--- src/rtl/noc_in_pkg.sv ---
// Package: shared constants, flit field types and helper functions for the
// router input port. Assumes the flit layout fixed in the brief.
package noc_in_pkg;

    localparam int FLIT_W  = 16;
    localparam int NUM_SL  = 2;
    localparam int NUM_DIR = 5;
    localparam int ROUTE_W = 4;
    localparam int TYPE_HI = FLIT_W - 1;
    localparam int SL_HI   = FLIT_W - 3;
    localparam int ROUTE_HI = FLIT_W - 5;

    typedef enum logic [1:0] {
        FT_IDLE = 2'b00,
        FT_BODY = 2'b01,
        FT_END  = 2'b10,
        FT_FULL = 2'b11
    } flit_type_e;

    // Class code served by buffer index i: 0 -> 11, 1 -> 10.
    function automatic logic [1:0] class_code(input int idx);
        return 2'(3 - idx);
    endfunction

    // One-hot direction for a route field; zero when out of range.
    function automatic logic [NUM_DIR-1:0] route_decode(input logic [ROUTE_W-1:0] r);
        logic [NUM_DIR-1:0] v;
        v = '0;
        for (int d = 0; d < NUM_DIR; d++) begin
            if (r == ROUTE_W'(d)) v[d] = 1'b1;
        end
        return v;
    endfunction

endpackage

--- src/rtl/flit_steer.sv ---
// Module: flit_steer
// Classifies the incoming flit and raises the write strobe of the buffer
// whose class code matches. Idle flits produce no write. Non-idle flits with
// an unsupported class set a sticky error flag.
// Assumes: one flit per cycle, type 00 marks an empty cycle.
module flit_steer
    import noc_in_pkg::*;
#(
    parameter int W   = FLIT_W,
    parameter int NSL = NUM_SL
) (
    input  logic           clk,
    input  logic           rst_n,
    input  logic [W-1:0]   flit,
    output logic [NSL-1:0] wr,
    output logic           sl_err
);
    localparam int T_HI = W - 1;
    localparam int S_HI = W - 3;

    flit_type_e ftype;
    logic [1:0] fclass;
    logic       known;

    // Decode header fields and build per-class write strobes.
    always_comb begin
        ftype  = flit_type_e'(flit[T_HI -: 2]);
        fclass = flit[S_HI -: 2];
        known  = 1'b0;
        wr     = '0;
        for (int i = 0; i < NSL; i++) begin
            if (fclass == class_code(i)) begin
                known = 1'b1;
                if (ftype != FT_IDLE) wr[i] = 1'b1;
            end
        end
    end

    // Sticky flag for non-idle flits of an unsupported class.
    always_ff @(posedge clk) begin
        if (!rst_n)                              sl_err <= 1'b0;
        else if (ftype != FT_IDLE && !known)     sl_err <= 1'b1;
    end

    assert_sl_err_sticky_R3: assert property (@(posedge clk) disable iff (!rst_n)
        sl_err |=> sl_err);

    assert_one_target_R1: assert property (@(posedge clk) disable iff (!rst_n)
        $onehot0(wr));

endmodule

--- src/rtl/sl_fifo.sv ---
// Module: sl_fifo
// Small circular FIFO for one service class. Writes into a full buffer and
// reads from an empty one are ignored. The head is shown combinationally
// from storage.
// Assumes: DEPTH >= 2.
module sl_fifo #(
    parameter int W     = 16,
    parameter int DEPTH = 4
) (
    input  logic         clk,
    input  logic         rst_n,
    input  logic         wr,
    input  logic [W-1:0] din,
    input  logic         rd,
    output logic [W-1:0] dout,
    output logic         valid,
    output logic         full
);
    localparam int PW = (DEPTH > 1) ? $clog2(DEPTH) : 1;
    localparam int CW = $clog2(DEPTH + 1);
    localparam logic [PW-1:0] LAST = PW'(DEPTH - 1);
    localparam logic [CW-1:0] CAP  = CW'(DEPTH);

    logic [W-1:0]  mem [DEPTH];
    logic [PW-1:0] wptr, rptr;
    logic [CW-1:0] count;
    logic          do_wr, do_rd;

    // Qualify requests against occupancy.
    always_comb begin
        do_wr = wr && (count != CAP);
        do_rd = rd && (count != '0);
    end

    // Pointer and occupancy bookkeeping.
    always_ff @(posedge clk) begin
        if (!rst_n) begin
            wptr  <= '0;
            rptr  <= '0;
            count <= '0;
        end else begin
            if (do_wr) wptr <= (wptr == LAST) ? '0 : wptr + 1'b1;
            if (do_rd) rptr <= (rptr == LAST) ? '0 : rptr + 1'b1;
            case ({do_wr, do_rd})
                2'b10:   count <= count + 1'b1;
                2'b01:   count <= count - 1'b1;
                default: count <= count;
            endcase
        end
    end

    // Storage array; contents need no reset.
    always_ff @(posedge clk) begin
        if (do_wr) mem[wptr] <= din;
    end

    // Present head and status.
    always_comb begin
        dout  = mem[rptr];
        valid = (count != '0);
        full  = (count == CAP);
    end

    assert_full_drop_R5: assert property (@(posedge clk) disable iff (!rst_n)
        (full && wr && !rd) |=> (full && $stable(dout)));

    assert_empty_read_R6: assert property (@(posedge clk) disable iff (!rst_n)
        (!valid && rd && !wr) |=> !valid);

    assert_fill_to_full_R4: assert property (@(posedge clk) disable iff (!rst_n)
        (count == CAP - 1'b1 && wr && !rd) |=> full);

    assert_no_overflow_R4: assert property (@(posedge clk) disable iff (!rst_n)
        count <= CAP);

endmodule

--- src/rtl/route_track.sv ---
// Module: route_track
// Watches the head of one class buffer. A first flit supplies the direction
// from its route field. Popping a body-type first flit opens a packet whose
// direction is held until a closing flit is popped.
// Assumes: head and pop strobe come from the same buffer.
module route_track
    import noc_in_pkg::*;
#(
    parameter int W    = FLIT_W,
    parameter int NDIR = NUM_DIR
) (
    input  logic            clk,
    input  logic            rst_n,
    input  logic [W-1:0]    head,
    input  logic            head_valid,
    input  logic            pop,
    output logic [NDIR-1:0] dir,
    output logic            bad_route
);
    localparam int T_HI = W - 1;
    localparam int R_HI = W - 5;

    flit_type_e      htype;
    logic            is_first;
    logic            open_q;
    logic [NDIR-1:0] route_q;
    logic [NDIR-1:0] fresh;

    // Classify the head flit and choose the presented direction.
    always_comb begin
        htype    = flit_type_e'(head[T_HI -: 2]);
        fresh    = route_decode(head[R_HI -: ROUTE_W]);
        is_first = (htype == FT_FULL) || (htype == FT_BODY && !open_q);
        if (!head_valid)    dir = '0;
        else if (is_first)  dir = fresh;
        else if (open_q)    dir = route_q;
        else                dir = '0;
        bad_route = head_valid && is_first && (fresh == '0);
    end

    // Packet-open state and held direction, updated on pop.
    always_ff @(posedge clk) begin
        if (!rst_n) begin
            open_q  <= 1'b0;
            route_q <= '0;
        end else if (pop && head_valid) begin
            if (htype == FT_END || htype == FT_FULL) begin
                open_q <= 1'b0;
            end else if (htype == FT_BODY && !open_q) begin
                open_q  <= 1'b1;
                route_q <= fresh;
            end
        end
    end

    assert_dir_onehot_R7: assert property (@(posedge clk) disable iff (!rst_n)
        $onehot0(dir));

    assert_route_hold_R7: assert property (@(posedge clk) disable iff (!rst_n)
        (open_q && head_valid && !pop) |=> $stable(dir));

    assert_held_route_R7: assert property (@(posedge clk) disable iff (!rst_n)
        (open_q && !(pop && head_valid)) |=> $stable(route_q));

endmodule

--- src/rtl/noc_in_port.sv ---
// Module: noc_in_port
// Input side of one router port. Steers flits by service class into
// independent buffers, tracks the route of each class's current packet, and
// returns per-class full credits upstream. Class 11 uses buffer 0, class 10
// buffer 1.
// Assumes: the sender honours credit_full; overflowing flits are dropped.
module noc_in_port
    import noc_in_pkg::*;
#(
    parameter int DEPTH = 4
) (
    input  logic                      clk,
    input  logic                      rst_n,
    input  logic [FLIT_W-1:0]         in_flit,
    input  logic [NUM_SL-1:0]         rd,
    output logic [NUM_SL-1:0]         head_valid,
    output logic [NUM_SL*FLIT_W-1:0]  head_flit,
    output logic [NUM_SL*NUM_DIR-1:0] head_dir,
    output logic [NUM_SL-1:0]         credit_full,
    output logic                      sl_err,
    output logic                      route_err
);
    logic [NUM_SL-1:0] wr;
    logic [NUM_SL-1:0] bad;

    flit_steer #(.W(FLIT_W), .NSL(NUM_SL)) u_steer (
        .clk    (clk),
        .rst_n  (rst_n),
        .flit   (in_flit),
        .wr     (wr),
        .sl_err (sl_err)
    );

    for (genvar i = 0; i < NUM_SL; i++) begin : g_class
        sl_fifo #(.W(FLIT_W), .DEPTH(DEPTH)) u_fifo (
            .clk   (clk),
            .rst_n (rst_n),
            .wr    (wr[i]),
            .din   (in_flit),
            .rd    (rd[i]),
            .dout  (head_flit[i*FLIT_W +: FLIT_W]),
            .valid (head_valid[i]),
            .full  (credit_full[i])
        );

        route_track #(.W(FLIT_W), .NDIR(NUM_DIR)) u_track (
            .clk        (clk),
            .rst_n      (rst_n),
            .head       (head_flit[i*FLIT_W +: FLIT_W]),
            .head_valid (head_valid[i]),
            .pop        (rd[i]),
            .dir        (head_dir[i*NUM_DIR +: NUM_DIR]),
            .bad_route  (bad[i])
        );
    end

    // Sticky flag for any first flit with an out-of-range route.
    always_ff @(posedge clk) begin
        if (!rst_n)    route_err <= 1'b0;
        else if (|bad) route_err <= 1'b1;
    end

    assert_route_err_sticky_R8: assert property (@(posedge clk) disable iff (!rst_n)
        route_err |=> route_err);

    assert_idle_no_store_R2: assert property (@(posedge clk) disable iff (!rst_n)
        (in_flit[FLIT_W-1 -: 2] == FT_IDLE && rd == '0)
            |=> ($stable(head_valid) && $stable(credit_full) && $stable(head_flit)));

    assert_credit_means_head_R4: assert property (@(posedge clk) disable iff (!rst_n)
        ((credit_full & ~head_valid) == '0));

endmodule

--- config.mk ---
export PLATFORM = sky130hd
export DESIGN_NAME = noc_in_port
export DESIGN_NICKNAME = d
export VERILOG_FILES = /design/src/rtl/noc_in_pkg.sv /design/src/rtl/flit_steer.sv /design/src/rtl/sl_fifo.sv /design/src/rtl/route_track.sv /design/src/rtl/noc_in_port.sv
export SDC_FILE = /design/constraint.sdc
export NUM_CORES = 1
export LEC_CHECK = 0
export BUFFER_PORTS_ARGS = -buffer_cell sky130_fd_sc_hd__buf_2
export CORE_MARGIN = 5
export CORE_UTILIZATION = 45
export DETAILED_ROUTE_END_ITERATION = 12
export PLACE_DENSITY = 0.64
export SYNTH_ARGS = -nofsm -noshare
export SYNTH_HDL_FRONTEND = slang
export SYNTH_HIERARCHICAL = 1
export SYNTH_SLANG_ARGS = --single-unit
--- constraint.sdc ---
create_clock -name clk -period 3.5 [get_ports clk]
set_clock_uncertainty 0.05 [all_clocks]
set_input_delay 0 -clock clk [delete_from_list [all_inputs] [get_ports clk]]
set_output_delay 0 -clock clk [all_outputs]
set_load 0.05 [all_outputs]
# Word-level counts from Yosys, hierarchy flattened
# Memories as Yosys holds them, arrays and structs flattened. A register that Yosys moved wholly into a read port is not among the register bits.
# Cells that the tools add are included.
dict set report classes {
  n_mux 39
  add_sub_neg 8
  eq_ne 28
  bitwise_logic 2
  n_reduce_logical 34
}
# cell count
set ops {}
lappend ops {{$mux 5} 6}
lappend ops {{$eq 2x2->1 const B} 12}
lappend ops {{$mux 1} 23}
lappend ops {{$eq 4x2->1 const B} 4}
lappend ops {{$mux 2} 8}
lappend ops {{$pmux 3 s2} 2}
lappend ops {{$logic_and 1x1->1} 11}
lappend ops {{$logic_not 5->1} 2}
lappend ops {{$reduce_bool 2->1} 5}
lappend ops {{$add 2x1->2 const B} 4}
lappend ops {{$eq 2x1->1 const B} 4}
lappend ops {{$eq 4x1->1 const B} 2}
lappend ops {{$eq 4x3->1 const B} 2}
lappend ops {{$logic_not 4->1} 2}
lappend ops {{$add 3x1->3 const B} 2}
lappend ops {{$eq 3x3->1 const B} 2}
lappend ops {{$ne 3x3->1 const B} 2}
lappend ops {{$reduce_and 3->1} 2}
lappend ops {{$reduce_bool 3->1} 2}
lappend ops {{$sub 3x1->3 const B} 2}
lappend ops {{$logic_or 1x1->1} 4}
lappend ops {{$reduce_and 2->1} 2}
lappend ops {{$logic_not 1->1} 3}
lappend ops {{$not 1->1} 2}
lappend ops {{$reduce_or 2->1} 1}
dict set report word_totals {
  reg_bits 28
  wordCells 125
  inputBits 20
  out_inout_bits 48
  mem_bits_rw 128
  memories 2
}
# name words width rd rd_clocked_by_memory_dff write_ports line_no
set mem_list {}
lappend mem_list {{g_class[0].u_fifo.mem} 4 16 1 1 1 sl_fifo.sv:24} ;# logic [W-1:0] mem [DEPTH];
lappend mem_list {{g_class[1].u_fifo.mem} 4 16 1 1 1 sl_fifo.sv:24}

# Depth between registers and ports, before layout
# Gate-level depths: netlist of the first run.
dict set report logic_depth {
  ltp_word 6
  depth_mapped 11
  ltp_nobuf 10
}

# Modules after synthesis
# The synthesis of the first run kept the hierarchy.
# module n_inst seq_area_each_um2 cells_per_inst area_each_um2
set by_module_without_submodules {}
lappend by_module_without_submodules {sl_fifo 2 2102.0 140 2841.5}
lappend by_module_without_submodules {route_track 2 120.1 46 414.1}
lappend by_module_without_submodules {flit_steer 1 20.0 7 53.8}
lappend by_module_without_submodules {noc_in_port 1 20.0 2 28.8}

# Worst setup path after synthesis of the first run
# No wires, ideal clock.
dict set report synth_timing {
  path_type {reg-to-reg}
  from {register g_class[0].u_fifo.count[2]}
  to {register g_class[0].u_fifo.count[2]}
  n_path_buf 1
  required_ps 3374
  period_less_slack_ps 2637
  path_stages_with_launch 11
  setup_ps 76
  slack_ps 863
  t_arrival_ps 2511
  cell_sequence {dfxtp_1 -> nor3b_2 -> nor2b_1 -> buf_2 -> inv_1 -> ha_1 -> inv_1 -> fa_1 -> xor2_1 -> or3_1 -> a21boi_0}
}
dict set report synth_via {
  elab_chain_len 4
  elab_cells_between_ends 10
  classes_between {2 x add/sub; 3 x eq/ne; 1 x mux; 4 x reduce/logical}
}
# item line_no
set synth_lines {}
lappend synth_lines {{start: declaration} sl_fifo.sv:26} ;# logic [CW-1:0] count;
lappend synth_lines {{start signal: assignment} sl_fifo.sv:45} ;# 2'b10: count <= count + 1'b1;
lappend synth_lines {{start signal: assignment} sl_fifo.sv:46} ;# 2'b01: count <= count - 1'b1;
lappend synth_lines {{start signal: assignment} sl_fifo.sv:47} ;# default: count <= count;
lappend synth_lines {{$ne 3x3->1 / $reduce_bool 3->1 (equally long branches)} {sl_fifo.sv:31, sl_fifo.sv:32}}
lappend synth_lines {{$logic_and 1x1->1, on equally long branches} {sl_fifo.sv:31, sl_fifo.sv:32}}
lappend synth_lines {{$eq 2x1->1 / $eq 2x2->1 (equally long branches)} sl_fifo.sv:44} ;# case ({do_wr, do_rd})
lappend synth_lines {{$pmux 3 s2 / $reduce_bool 2->1 (equally long branches)} -}
# Parallel ways exist; a longest one is shown, timed or not.
# A chain may end at the register's enable or synchronous reset.

==> qor.txt, run 1 <==
Largest net degree at the start of global routing = 45
CTS Sinks = 160
First-pass GRT wire length = 19,800 µm
RePlAce Congestion = 0.798
Number of library cell types mapped by synthesis = 40
Worst-Margin Slew = 0.977 ns
Min-delay worst type = in -> reg
Yosys reg bits = 160
Outcome = complete, no violations
CP Capture Point = head_dir[9]
Crit-path cells = mux4_1 -> nor4b_4 -> nand3_2 -> a21boi_2 -> buf_2
Multi-input gate area = 1940 µm²
Crit-path max FO = 10
PnR worst setup slack = 0.588 ns
Num CTS Buffers = 17
Fin Setup TNS = 0 ns
Proportion of layout cells with a drive suffix above 1 = 27.9%
Ys flop type = edfxtp_1
Cell family with most CP delay = multiplexers
GRT Total Usage = 15.8%
Vias after detailed routing = 3,630
RSZ-0062 raised after global routing = no
Leak = 0.00280 µW
Arrival time worst endpoint = 2.86 ns
Clock buffer depth = 2
CP max stage delay = 0.82 ns
DR WL/cell = 18.9 µm
DRT antenna net count = 0
Pre-Repair DR Iteration Count = 6
Area grow syn2layout = 18.3%
GR Overflow Total = 0
Worst Path Buf+Inv = 1
Endpoint class of the critical path = primary output
Post-synth design cell area = 6590 µm²
Final nets = 508
DRT Wirelength = 12,700 µm
Critical path type = reg -> out
Reg-to-reg endpoint = route_err$_SDFFE_PN0P_
Power per cell area = 700 nW/µm²
IO Pins = 68
Gate count of the mapped netlist = 381
Drt via density = 5.41
Register Area = 4480 µm²
Syn_area_per_cell = 17.3 µm²
Diodes inserted = 0
Core Box Area = 14,500 µm²
Synth Warn # = 6
Max Cap Violations = 0
Worst-path clk slew = 0.06 ns
Worst vdd ir = 0.375 mV
Row count = 44
EDFF count, synth = 128
Initial antenna violation count = 0
Hold path start = rst_n
H-tree lvl count = 4
Die X-Extent = 131 µm
# setup viols final = 0
Register area share after synthesis = 68.0%
DIE AREA = 17,200 µm²
Residual DRC = 0
Clk Latency, worst-skew pair = 0.41 ns
Die height = 131 µm
Startpoint Class = register
Port Buffer Count = 67
Post-DP HPWL = 8290 µm
Critical path depth = 5
Slew Limit Fails = 0
Slowest CP cell = mux4_1
TritonCTS clock tree = done
Drt first-iter violations = 189
Ys async rst share = 0%
Worst EP required = 3.45 ns
F_max = 343 MHz
Hold Vio Cnt, Final = 0
Initial Util = 45.5%
Reg2reg path depth = 4
Root buffer cell = clkbuf_16
Place WS = 0.995 ns
Final Critical Period = 2.91 ns
Reg2Reg Setup Slack = 1.05 ns
Worst relative slew slack = 34.8%
Final worst path period share = 83.2%
Vias in the first global route = 3,643
Filler Cells Inserted = 1,138
Synthesized net count = 415
==> cell families (layout without fill, tap and decap cells) <==
| group | Yosys count | in the layout | synth area share [%] |
|---|---|---|---|
| buf+inv | 31 | 137 | 2.64 |
| xor+xnor | 4 | 4 | 0.531 |
| mux | 46 | 46 | 13.7 |
| compound gates | 28 | 28 | 3.28 |
| fa+ha+maj | 14 | 14 | 2.88 |
| simple gates | 98 | 98 | 8.92 |
| flops | 160 | 160 | 68.0 |
==> sequential cells by signal (all words and copies together) (netlist names), named ones only <==
name and flops:
g_class.u_track/open_q 2, g_class.u_fifo/mem 128, g_class.u_fifo/wptr 4, g_class.u_fifo/count 6, g_class.u_fifo/rptr 4, route_err 1
g_class.u_track/route_q 10, u_steer/sl_err 1
==> per-stage QoR <==
step           cell area [µm²]  util (%)  hold slack (ns)  instances  power [µW]
4_1_cts                   7800      53.9           0.0954        671        5510
2_1_floorplan             6590         -           0.0489        381        3480
3_5_place_dp              7070      48.8            0.232        621        3790
5_1_grt                   7800      53.9            0.131        671        5700
6_report                  7800      53.9            0.114        671        5460
3_3_place_gp              7070      48.8            0.215        621        3760
==> layout make-up <==
cell class                      count  share of cell area (%)
Sequential cell                   160                    57.5
Multi-Input combinational cell    190                    24.8
Timing Repair Buffer               88                    6.90
Clock buffer                       21                    5.65
Tap cell                          184                    2.95
Clock inverter                     11                    1.35
Inverter                           17                   0.818
==> what timing repair did <==
item,CTS,global route
setup buffers,0,0
hold buffers,18,0
hold endpoints to repair,132,0
resized for setup,0,0
==> synthesized netlist by cell type (all sizes together) (8+ instances only) <==
library cell	number	share of area [%]
edfxtp	128	58
nand2	34	1.9
dfxtp	32	9.7
mux4	32	12
inv	17	0.97
mux2i	14	2.1
nand3	14	1.2
and2	12	1.1
ha	12	2.3
nor2	12	0.68
buf	10	1.4
o21ai	9	0.68
a32o	8	1.2
==> layout by cell type, fill, tap and decap left out, drive strengths merged, types with 2 or more instances in the layout <==
master / count
nor3: 2
a32o: 8
nor4b: 2
xnor2: 2
buf: 70
nor3b: 6
clkbuf: 21
ha: 12
dlygate4sd3: 18
o21ai: 9
or3: 4
a31oi: 2
nand2b: 2
inv: 22
mux2i: 14
dfxtp: 32
nor2: 12
mux4: 32
edfxtp: 128
nand2: 34
and2b: 2
fa: 2
nand3: 14
clkinv: 4
nand4: 2
a21boi: 4
xor2: 2
and2: 12
o31ai: 2
and3: 4
nor2b: 2
==> metal layers <==
layer	track usage (%)	share of wire, %	vias to the layer above
li1	-	-	1669
met1	19.9	43	1863
met2	26.2	51	80
met3	4.62	4.3	18
met4	5.44	1.6	0
met5	0	0	-
==> power by group <==
group	total [µW]	switching [µW]	internal [µW]
Clock	1710	723	987
Combinational	1480	995	489
Sequential	2260	110	2150
Total	5460	1830	3630
==> how the worst min path moves through the flow <==
stage / end / slack [ns] / cells after the start
2_1_floorplan: g_class[0].u_fifo/mem[0][0]$_DFFE_PP_ / 0.05 / 0
3_3_place_gp: g_class[1].u_fifo/mem[1][6]$_DFFE_PP_ / 0.22 / 1
3_5_place_dp: g_class[0].u_fifo/mem[2][1]$_DFFE_PP_ / 0.23 / 1
4_1_cts: g_class[0].u_track/open_q$_SDFFE_PN0P_ / 0.1 / 3
5_1_grt: g_class[1].u_track/open_q$_SDFFE_PN0P_ / 0.13 / 3
6_report: g_class[0].u_track/open_q$_SDFFE_PN0P_ / 0.11 / 3
==> worst register-to-register path, cell delays in order, from the launching register on <==
cell and delay [ns]:
dfxtp_1 0.70, mux4_1 0.82, nor4b_4 0.40, nor3b_1 0.09, o31a_1 0.27
Power figures use the tool's default switching activity.
==> run 2, diff against run 1 <==
--- a/config.mk
+++ b/config.mk
@@ -5,11 +5,12 @@
 export SDC_FILE = /design/constraint.sdc
 export NUM_CORES = 1
 export LEC_CHECK = 0
+export ABC_AREA = 1
 export BUFFER_PORTS_ARGS = -buffer_cell sky130_fd_sc_hd__buf_2
 export CORE_MARGIN = 5
 export CORE_UTILIZATION = 45
 export DETAILED_ROUTE_END_ITERATION = 12
-export PLACE_DENSITY = 0.64
+export PLACE_DENSITY = 0.66
 export SYNTH_ARGS = -nofsm -noshare
 export SYNTH_HDL_FRONTEND = slang
 export SYNTH_HIERARCHICAL = 1
==> constraint.sdc (replaced) <==
create_clock -name clk -period 2.5 [get_ports clk]
set_clock_uncertainty 0.05 [all_clocks]
set_input_delay 0 -clock clk [delete_from_list [all_inputs] [get_ports clk]]
set_output_delay 0 -clock clk [all_outputs]
set_load 0.05 [all_outputs]
==> qor.txt, run 2 <==
Initial antenna violation count = 0 (unchanged)
CTS Sinks = 160 (unchanged)
Slew Limit Fails = 0 (unchanged)
Max Cap Violations = 0 (unchanged)
Worst-Margin Slew = 0.563 ns (was 0.977 ns)
Ys flop type = edfxtp_1 (unchanged)
Synthesized net count = 657 (was 415)
F_max = 435 MHz
Pre-Repair DR Iteration Count = 4 (was 6)
Worst EP required = 2.45 ns (was 3.45 ns)
Power share of the clock group = 23.9% (was 31.3%)
Setup bufs post-CTS = 0 (unchanged)
Largest net degree at the start of global routing = 33 (was 45)
Filler Cells Inserted = 1,284 (was 1,138)
Clock buffer depth = 2 (unchanged)
Register share of total power = 32.1% (was 41.5%)
Proportion of layout cells with a drive suffix above 1 = 22.6% (was 27.9%)
Diodes inserted = 0 (unchanged)
NetSw = 4550 µW (was 1830 µW)
Power per cell area = 1240 nW/µm² (was 700 nW/µm²)
Hold Vio Cnt, Final = 0 (unchanged)
PnR worst setup slack = 0.204 ns (was 0.588 ns)
Num CTS Buffers = 17 (unchanged)
Critical path type = reg -> out (unchanged)
Leak = 0.00323 µW (was 0.00280 µW)
Final Critical Period = 2.30 ns
Outcome = complete, no violations (unchanged)
H-tree lvl count = 4 (unchanged)
EDFF count, synth = 128 (unchanged)
Startpoint Class = register (unchanged)
Ys async rst share = 0% (unchanged)
Final nets = 757 (was 508)
RSZ-0062 raised after global routing = no (unchanged)
Crit-path max FO = 16 (was 10)
Drt via density = 5.10 (was 5.41)
Number of library cell types mapped by synthesis = 30 (was 40)
Leading area contributor after synthesis = edfxtp_1 (unchanged)
Root buffer cell = clkbuf_16 (unchanged)
Highest-count cells in the layout ignoring fill and taps = 136 x nor2_1, 128 x edfxtp_1, 83 x nand2_1 (was 128 x edfxtp_1, 67 x buf_2, 34 x nand2_1)
Residual DRC = 0 (unchanged)
Synth Warn # = 6 (unchanged)
Area grow syn2layout = 20.2% (was 18.3%)
Switching Fraction = 44.9% (was 33.5%)
DRT antenna net count = 0 (unchanged)
GRT Total Usage = 16.7% (was 15.8%)
DR WL/cell = 15.4 µm (was 18.9 µm)
Worst vdd ir = 0.628 mV (was 0.375 mV)
Overall Power = 10,100 µW (was 5460 µW)
TritonCTS clock tree = done (unchanged)
Cells after DPL = 873 (was 621)
Core Box Area = 15,000 µm² (was 14,500 µm²)
Place WS = 0.490 ns (was 0.995 ns)
Most common cell after layout, fill and taps aside = nor2_1 (was edfxtp_1)
GR Overflow Total = 0 (unchanged)
Final worst path period share = 91.9%
Clk Latency, worst-skew pair = 0.42 ns (was 0.41 ns)
IO Pins = 68 (unchanged)
Worst-path clk slew = 0.06 ns (about the same)
RePlAce Congestion = 0.756 (was 0.798)
Top-count cell post-synth = nor2_1 (was edfxtp_1)
Pint = 5590 µW (was 3630 µW)
Gate count of the mapped netlist = 623 (was 381)
Post-synth design cell area = 6800 µm² (was 6590 µm²)
DIE AREA = 17,700 µm² (was 17,200 µm²)
Post-DP HPWL = 9340 µm (was 8290 µm)
Regs by FF count = g_class.u_fifo/mem: 128 flops, g_class.u_track/route_q: 10 flops, g_class.u_fifo/count: 6 flops (unchanged)
Die X-Extent = 133 µm (was 131 µm)
Synth area leaders = edfxtp_1 57%, dfxtp_1 9.4%, nor2_1 7.5% (was edfxtp_1 58%, dfxtp_1 9.7%, mux4_2 6.8%)
Top cell type's share of synthesized area = 56.5% (was 58.3%)
Max reg flops = 128 (unchanged)
Largest register by flop count = g_class.u_fifo/mem (unchanged)
Die height = 133 µm (was 131 µm)
Hold WS = 0.376 ns (was 0.114 ns)
Initial Util = 45.3% (was 45.5%)
Synth cell count leaders = 136 x nor2_1, 128 x edfxtp_1, 83 x nand2_1 (was 128 x edfxtp_1, 34 x nand2_1, 32 x dfxtp_1)
Row count = 45 (was 44)
Arrival time worst endpoint = 2.25 ns (was 2.86 ns)
Endpoint class of the critical path = primary output (unchanged)
Yosys reg bits = 160 (unchanged)
Vias in the first global route = 4,599 (was 3,643)
# setup viols final = 0 (unchanged)
First-pass GRT wire length = 23,200 µm (was 19,800 µm)
Register area share after synthesis = 65.9% (was 68.0%)
Fin Setup TNS = 0 ns (unchanged)
Port Buffer Count = 67 (unchanged)
Comb pwr share = 44.0% (was 27.2%)
Non-filler instance count after layout = 924 (was 671)
Min-delay worst type = in -> reg (unchanged)
Vias after detailed routing = 4,712 (was 3,630)
Worst relative slew slack = 62.5% (was 34.8%)
Syn_area_per_cell = 10.9 µm² (was 17.3 µm²)
DRT Wirelength = 14,200 µm (was 12,700 µm)
Drt first-iter violations = 347 (was 189)
## run 2: cell types whose count changed after synthesis, moves of 21 or more
cell / change
inv_1: +27
nand2_1: +49
nor2_1: +124
o21ai_0: +21
o21ai_1: +43
o22ai_1: +32
## run 2: through the flow
stage / utilization [%] / area, µm²
after global routing: 54.4 / 8180
after floorplan: - / 6870
after global placement: 49.3 / 7410
after CTS: 54.3 / 8160
final: 54.4 / 8180
after detailed placement: 49.3 / 7410
## run 2: worst max-delay path, cell delays in order (launching register included)
cell and delay [ns]:
dfxtp_1 0.49, inv_2 0.21, o21ai_1 0.15, o22ai_2 0.15, nor2_1 0.18, nand3b_1 0.12, nand2_1 0.10, inv_1 0.04
nor2_1 0.10, buf_2 0.28
## run 2: power groups by stage
| stage | logic [µW] | clock network [µW] | registers, µW |
|---|---|---|---|
| after floorplan | 3560 | 0 | 3270 |
| after global placement | 4380 | 0 | 3290 |
| after detailed placement | 4460 | 0 | 3300 |
| after CTS | 4500 | 2470 | 3250 |
| after global routing | 4870 | 2600 | 3290 |
| final | 4470 | 2430 | 3250 |
## run 2: layer usage
layer  global-route usage (%)  part of all wire [%]
met1                     22.3                    45
met2                     26.4                    49
met3                     4.64                   4.4
met4                     5.43                  0.89
met5                        0                     0
## run 2: timing repair
item                                    4_1_cts  5_1_grt
endpoints found under the setup margin        0       10
resized for setup                             0        6
hold buffers                                 19        0
endpoints found under the hold margin       144        0
## run 2: cells by family after synthesis
family | after synthesis | share of synthesized area [%]
AO/OA/AOI/OAI | 121 | 10.2
buffers and inverters | 75 | 5.13
flip-flops | 160 | 65.9
adder cells (fa/ha/maj) | 14 | 2.80
AND/OR/NAND/NOR | 253 | 16.0
## run 2: worst paths after layout
check	cells after the start	slack (ns)	start	end
max	9	0.20	register	head_dir[4]
min	2	0.38	in_flit[11]	g_class[0].u_fifo/mem[0][11]$_DFFE_PP_
max reg2reg	11	0.57	g_class[1].u_fifo/count[1]$_SDFFE_PN0P_	g_class[1].u_fifo/count[2]$_SDFFE_PN0P_
min reg2reg	2	0.41	route_err$_SDFFE_PN0P_	route_err$_SDFFE_PN0P_
## run 2: cell type report
class	instances	area, µm²	share of cell area, %
Clock buffer	17	425	5.20
Multi-Input combinational cell	388	2040	24.9
Clock inverter	15	135	1.65
Sequential cell	160	4490	54.9
Timing Repair Buffer	101	642	7.85
Tap cell	188	235	2.88
Inverter	55	214	2.62
